<file path="src/rtl/refchain_pkg.sv">
package refchain_pkg;

  localparam int unsigned NUM_CODES = 8;

  // Reference frequency in Hz for each select code.
  function automatic int unsigned ref_hz(input int unsigned code);
    case (code)
      0:       ref_hz = 100_000;
      1:       ref_hz = 50_000;
      2:       ref_hz = 25_000;
      3:       ref_hz = 5_000;
      4:       ref_hz = 10_000;
      5:       ref_hz = 9_000;
      6:       ref_hz = 1_000;
      default: ref_hz = 5_000;
    endcase
  endfunction

endpackage

</file>
<file path="src/rtl/refchain_rst_sync.sv">
module refchain_rst_sync (
  input  logic clk_i,
  input  logic rst_ni,
  output logic rst_no
);
  logic s1_q, s2_q;

  always_ff @(posedge clk_i or negedge rst_ni) begin
    if (!rst_ni) begin
      s1_q <= 1'b0;
      s2_q <= 1'b0;
    end else begin
      s1_q <= 1'b1;
      s2_q <= s1_q;
    end
  end

  assign rst_no = s2_q;
endmodule

</file>
<file path="src/rtl/refchain_ref_div.sv">
module refchain_ref_div
  import refchain_pkg::*;
#(
  parameter int unsigned XTAL_HZ = 7_200_000
) (
  input  logic       clk_i,
  input  logic       rst_ni,
  input  logic [2:0] sel_i,
  output logic       stb_o
);
  localparam int unsigned MAX_RATIO = XTAL_HZ / 1_000;
  localparam int unsigned W         = $clog2(MAX_RATIO + 1);

  logic [W-1:0] reload_tab [NUM_CODES];

  for (genvar g = 0; g < NUM_CODES; g++) begin : g_tab
    assign reload_tab[g] = W'(XTAL_HZ / ref_hz(g) - 1);
  end

  logic [W-1:0] cnt_q, cnt_d;
  logic         stb_q, stb_d;
  logic         at_end;

  assign at_end = (cnt_q == '0);

  always_comb begin
    stb_d = at_end;
    if (at_end) cnt_d = reload_tab[sel_i];
    else        cnt_d = cnt_q - W'(1);
  end

  always_ff @(posedge clk_i or negedge rst_ni) begin
    if (!rst_ni) begin
      cnt_q <= '0;
      stb_q <= 1'b0;
    end else begin
      cnt_q <= cnt_d;
      stb_q <= stb_d;
    end
  end

  assign stb_o = stb_q;

  // no reload while a period is in progress
  a_r3_no_midload: assert property (@(posedge clk_i) disable iff (!rst_ni)
    (cnt_q != '0) |=> (cnt_q == $past(cnt_q) - W'(1)));

  // strobe never lasts two cycles
  a_r2_single_stb: assert property (@(posedge clk_i) disable iff (!rst_ni)
    stb_q |=> !stb_q);
endmodule

</file>
<file path="src/rtl/refchain_ctl_div.sv">
module refchain_ctl_div #(
  parameter int unsigned DIV = 18
) (
  input  logic clk_i,
  input  logic rst_ni,
  output logic clk_o,
  output logic tick_o
);
  localparam int unsigned HALF = DIV / 2;
  localparam int unsigned W    = $clog2(DIV);

  logic [W-1:0] c_q, c_d;
  logic         clk_q, clk_d;
  logic         wrap, mid;

  assign wrap = (c_q == W'(DIV - 1));
  assign mid  = (c_q == W'(HALF - 1));

  always_comb begin
    c_d   = wrap ? '0 : c_q + W'(1);
    clk_d = (wrap || mid) ? ~clk_q : clk_q;
  end

  always_ff @(posedge clk_i or negedge rst_ni) begin
    if (!rst_ni) begin
      c_q   <= '0;
      clk_q <= 1'b0;
    end else begin
      c_q   <= c_d;
      clk_q <= clk_d;
    end
  end

  assign clk_o  = clk_q;
  assign tick_o = wrap;

  // counter advances by one until wrap
  a_r4_count_step: assert property (@(posedge clk_i) disable iff (!rst_ni)
    (c_q != W'(DIV - 1)) |=> (c_q == $past(c_q) + W'(1)));

  // clock output goes low again at every wrap
  a_r4_low_after_wrap: assert property (@(posedge clk_i) disable iff (!rst_ni)
    wrap |=> !clk_q);
endmodule

</file>
<file path="src/rtl/refchain_tb_div.sv">
module refchain_tb_div #(
  parameter int unsigned HALF = 25_000
) (
  input  logic clk_i,
  input  logic rst_ni,
  input  logic tick_i,
  output logic tb_o
);
  localparam int unsigned W = (HALF > 1) ? $clog2(HALF) : 1;

  logic [W-1:0] t_q, t_d;
  logic         tb_q, tb_d;
  logic         last;

  assign last = (t_q == W'(HALF - 1));

  always_comb begin
    t_d  = t_q;
    tb_d = tb_q;
    if (tick_i) begin
      if (last) begin
        t_d  = '0;
        tb_d = ~tb_q;
      end else begin
        t_d = t_q + W'(1);
      end
    end
  end

  always_ff @(posedge clk_i or negedge rst_ni) begin
    if (!rst_ni) begin
      t_q  <= '0;
      tb_q <= 1'b0;
    end else begin
      t_q  <= t_d;
      tb_q <= tb_d;
    end
  end

  assign tb_o = tb_q;

  // time base moves only on a prescaler wrap
  a_r5_toggle_on_tick: assert property (@(posedge clk_i) disable iff (!rst_ni)
    !tick_i |=> $stable(tb_q));
endmodule

</file>
<file path="src/rtl/refchain_band_mux.sv">
module refchain_band_mux (
  input  logic       clk_i,
  input  logic       rst_ni,
  input  logic [2:0] band_i,
  input  logic       tb_en_i,
  input  logic       tb_i,
  output logic [2:0] band_o
);
  logic [2:0] band_q, band_d;

  always_comb begin
    band_d = band_i;
    if (tb_en_i) band_d[0] = tb_i;
  end

  always_ff @(posedge clk_i or negedge rst_ni) begin
    if (!rst_ni) band_q <= '0;
    else         band_q <= band_d;
  end

  assign band_o = band_q;

  // upper outputs always copy band bits a cycle later
  a_r6_upper_follow: assert property (@(posedge clk_i) disable iff (!rst_ni)
    1'b1 |=> (band_q[2:1] == $past(band_i[2:1])));

  // enabled time base lands on output 0
  a_r7_tb_route: assert property (@(posedge clk_i) disable iff (!rst_ni)
    tb_en_i |=> (band_q[0] == $past(tb_i)));
endmodule

</file>
<file path="src/rtl/refchain_top.sv">
module refchain_top #(
  parameter int unsigned XTAL_HZ = 7_200_000,
  parameter int unsigned CTRL_HZ = 400_000,
  parameter int unsigned TB_HZ   = 8
) (
  input  logic       clk_i,
  input  logic       rst_ni,
  input  logic [2:0] ref_sel_i,
  input  logic [2:0] band_i,
  input  logic       tb_en_i,
  output logic       ref_stb_o,
  output logic       ctl_clk_o,
  output logic       tb_clk_o,
  output logic [2:0] band_o
);
  localparam int unsigned CTRL_DIV = XTAL_HZ / CTRL_HZ;
  localparam int unsigned TB_HALF  = CTRL_HZ / (2 * TB_HZ);

  logic rst_n;
  logic ctl_tick;

  refchain_rst_sync u_rst (
    .clk_i  (clk_i),
    .rst_ni (rst_ni),
    .rst_no (rst_n)
  );

  refchain_ref_div #(.XTAL_HZ(XTAL_HZ)) u_ref (
    .clk_i  (clk_i),
    .rst_ni (rst_n),
    .sel_i  (ref_sel_i),
    .stb_o  (ref_stb_o)
  );

  refchain_ctl_div #(.DIV(CTRL_DIV)) u_ctl (
    .clk_i  (clk_i),
    .rst_ni (rst_n),
    .clk_o  (ctl_clk_o),
    .tick_o (ctl_tick)
  );

  refchain_tb_div #(.HALF(TB_HALF)) u_tb (
    .clk_i  (clk_i),
    .rst_ni (rst_n),
    .tick_i (ctl_tick),
    .tb_o   (tb_clk_o)
  );

  refchain_band_mux u_band (
    .clk_i   (clk_i),
    .rst_ni  (rst_n),
    .band_i  (band_i),
    .tb_en_i (tb_en_i),
    .tb_i    (tb_clk_o),
    .band_o  (band_o)
  );

  // nothing is driven while the synchronized reset is low
  a_r8_quiet_in_reset: assert property (@(posedge clk_i)
    !rst_n |-> (!ref_stb_o && !ctl_clk_o && !tb_clk_o && band_o == 3'b000));
endmodule

</file>
<file path="config.mk">
export PLATFORM = sky130hd
export DESIGN_NAME = refchain_top
export DESIGN_NICKNAME = d
export VERILOG_FILES = /design/src/rtl/refchain_pkg.sv /design/src/rtl/refchain_rst_sync.sv /design/src/rtl/refchain_ref_div.sv /design/src/rtl/refchain_ctl_div.sv /design/src/rtl/refchain_tb_div.sv /design/src/rtl/refchain_band_mux.sv /design/src/rtl/refchain_top.sv
export SDC_FILE = /design/constraint.sdc
export NUM_CORES = 1
export LEC_CHECK = 0
export ABC_AREA = 0
export BUFFER_PORTS_ARGS = -buffer_cell sky130_fd_sc_hd__buf_2
export CORE_MARGIN = 2
export CORE_UTILIZATION = 35
export DETAILED_ROUTE_END_ITERATION = 7
export GPL_ROUTABILITY_DRIVEN = 0
export GPL_TIMING_DRIVEN = 0
export SYNTH_ARGS = -nofsm -noshare
export SYNTH_HDL_FRONTEND = slang
export SYNTH_SLANG_ARGS = --single-unit
export TNS_END_PERCENT = 30
</file>
<file path="constraint.sdc">
create_clock -name clk_i -period 1.35 [get_ports clk_i]
set_input_delay 0.0675 -clock clk_i [delete_from_list [all_inputs] [get_ports clk_i]]
set_output_delay 0.0675 -clock clk_i [all_outputs]
set_load 0.01 [all_outputs]
</file>
==> out/summary.txt <==
Worst Setup End Kind - flop
most frequent cells in the layout - 37 x dfrtp_1, 19 x buf_4, 17 x nand2_1
Setup Viol. Count Final - 29
DP Area - 2310 sq um
setup_tns - -6840 ps
Max-slew headroom - 43.3%
Int Pwr - 0.00187 W
worst r2r dst - u_ref.cnt_q[9]$_DFF_PN0_
P_sw - 0.000506 W
NumNets Final - 269
fraction of layout cells with a size suffix above 1 - 34.1%
Cells after Synth - 205
R2R cell count - 4
initial antenna violation count - 0
CTS root buf - clkbuf_8
post-synth cell types - 41
final hold violations - 0
Std-Cell Rows - 28
flip-flop and latch count after synthesis - 41
logic gate share of total power - 2.6%
die width - 81.8 microns
Hold Crit Depth - 2
crit path max fanout - 4
Vias/cell - 4.96
total power - 0.00238 W
Starting Density - 36.0%
Mapped Nets - 223
per-cell routed wire length - 13.9 microns
Reg2Reg Launch Point - u_ref.cnt_q[10]$_DFF_PN0_
yosys warns - 0
skew final - 6.46 ps
Cell Pwr Density - 849 nW/um^2
# port buffers - 13
failing checks - negative setup slack
Critical Path RT - 1530 ps
Static Leakage - 1.20 nW
Die Ht - 81.8 microns
Max-Cap Viols - 0
Syn Std Cell Area - 2120 sq um
R2R setup slack - -450 ps
Antenna Violating Nets Remaining - 0
Seq/Total Area, Yosys - 48.5%
prevailing post-synth register cell - dfrtp_1
# diodes - 0
Worst Path Arrival - 1980 ps
first-pass GRT wire length - 7.52 mm
Bufs on Longest Clock Path - 2
Min-Delay Endpoint - u_band.band_o[0]$_DFF_PN0_
Min-Delay Startpoint - band_i[0]
fmax - 556 MHz
H-tree levels - 2
CTS buffer count - 5
clock input transition at the sequential cells of the worst setup and hold paths - 80 ps
vias in the first global route - 1591
Sink Count - 41
Detailed Route WL - 4.55 mm
Post-DP HPWL - 2.79 mm
largest net degree at the start of global routing - 40
EDFF count, synth - 0
DRC viols - 0
sequential power share - 53.4%
final worst-path cycle share - 133%
sw frac - 21.3%
TritonCTS clock tree - yes
GRT Util Overall - 15.1%
CP Launch Point - u_ref.cnt_q[10]$_DFF_PN0_
Detailed Route Iter0 Violations - 88
Max Slew Vio Count - 0
final setup margin - -449 ps
hold slack - 20.8 ps
worst skew pair latency - 310 ps
area delta synth->final - 32.3%
Peak VDD IR - 0.000545 V
syn_area_per_cell - 10.3 sq um
most common cell after layout, fill and taps aside - dfrtp_1
Core ar. - 5890 sq um
critical path class - flop to flop
Clock power frac - 44.0%
Worst Setup Start Kind - flop
Top-Level Pins - 15
status - finished with violations
die area - 6690 sq um
total gr overflow - 0
Min-Delay Path Class - primary input to flop
Tmin final - 1800 ps
post-route cell area - 2800 sq um
slew at the pin with the worst max-slew slack - 850 ps
routed vias - 1622
RSZ-0062 raised after global routing - true
TritonRoute pass-1 iters - 4
Post-synth ARST share - 100%
power groups by stage:
stage	registers, W	logic (W)	clock network, W
2_1_floorplan	0.00129	0.0000265	0
3_3_place_gp	0.00130	0.0000532	0
3_5_place_dp	0.00130	0.0000535	0
4_1_cts	0.00127	0.0000611	0.00109
5_1_grt	0.00128	0.0000704	0.00112
6_report	0.00127	0.0000615	0.00105
layer usage:
| metal | vias up | GRT usage, % | part of all wire [%] |
|---|---|---|---|
| met4 | 0 | 7.50 | 2.3 |
| met2 | 19 | 25.1 | 52 |
| met3 | 10 | 3.74 | 2.5 |
| met1 | 783 | 18.0 | 43 |
| li1 | 810 | - | - |
| met5 | - | 0 | 0 |
timing repair:
| action | 4_1_cts | 5_1_grt |
|---|---|---|
| hold buffers | 3 | 0 |
| gates cloned | 0 | 0 |
| setup endpoints to repair | 32 | 31 |
| pin swaps | 20 | 4 |
| hold endpoints to repair | 4 | 0 |
| buffers inserted | 22 | 1 |
| gates resized for setup | 31 | 11 |
metrics by stage:
step	worst slack [ps]	std cells	utilization [%]
after global routing	-530	327	47.6
after CTS	-448	326	46.5
after detailed placement	-561	293	39.2
after global placement	-534	293	39.2
final	-449	327	47.6
after floorplan	-330	205	-
worst max-delay path, cell delays in order, from the launching register on:
cell      delay (ps)
dfrtp_1          400
or4_4            600
nor4_4           320
nand3b_4         170
mux2i_2          180
cell type report:
| type | instances | area (sq um) |
|---|---|---|
| fillers | 549 | 3090 |
| clock inverters | 2 | 37.5 |
| flip-flops and latches | 41 | 1030 |
| well taps | 75 | 93.8 |
| inverters | 11 | 41.3 |
| repair buffers | 39 | 295 |
| plain buffers | 4 | 31.3 |
| multi-input cells | 149 | 1190 |
| clock buffers | 6 | 82.6 |
worst max-delay path by stage:
stage / endpoint / slack, ps / depth (start not counted)
4_1_cts: u_ref.cnt_q[9]$_DFF_PN0_ / -450 / 4
6_report: u_ref.cnt_q[9]$_DFF_PN0_ / -450 / 4
3_3_place_gp: u_ref.cnt_q[7]$_DFF_PN0_ / -530 / 4
2_1_floorplan: u_ref.cnt_q[10]$_DFF_PN0_ / -330 / 4
5_1_grt: u_ref.cnt_q[9]$_DFF_PN0_ / -530 / 4
3_5_place_dp: u_ref.cnt_q[7]$_DFF_PN0_ / -560 / 4
cell families after synthesis:
family | count (synthesis) | share of synthesized area [%]
AO/OA/AOI/OAI | 26 | 6.97
XOR/XNOR | 21 | 8.69
adder cells (fa/ha/maj) | 9 | 5.32
buffers and inverters | 15 | 2.78
flip-flops | 41 | 48.5
multiplexers | 4 | 1.95
other | 1 | 0.177
AND/OR/NAND/NOR | 88 | 25.7
Yosys cell counts (4+ instances only):
cell	instances	area share, %
dfrtp_1	41	48
nand2_1	21	3.7
nor2_1	16	2.8
nand3_1	12	2.8
xnor2_1	12	5.0
inv_1	11	2.0
a21oi_1	10	2.4
ha_1	9	5.3
xor2_1	9	3.7
o21ai_0	7	1.7
nor3_1	6	1.4
a31oi_1	4	1.2
nand4_1	4	1.2
sequential cells by signal, summed over array words and instances, names as in the netlist:
| signal | cells |
|---|---|
| u_ctl.c_q | 5 |
| u_tb.tb_o | 1 |
| u_ref.stb_o | 1 |
| u_band.band_o | 3 |
| u_ref.cnt_q | 13 |
| u_rst.rst_no | 1 |
| u_ctl.clk_o | 1 |
| u_tb.t_q | 15 |
| u_rst.s1_q | 1 |
No activity file was read; power rests on OpenSTA's default activity.
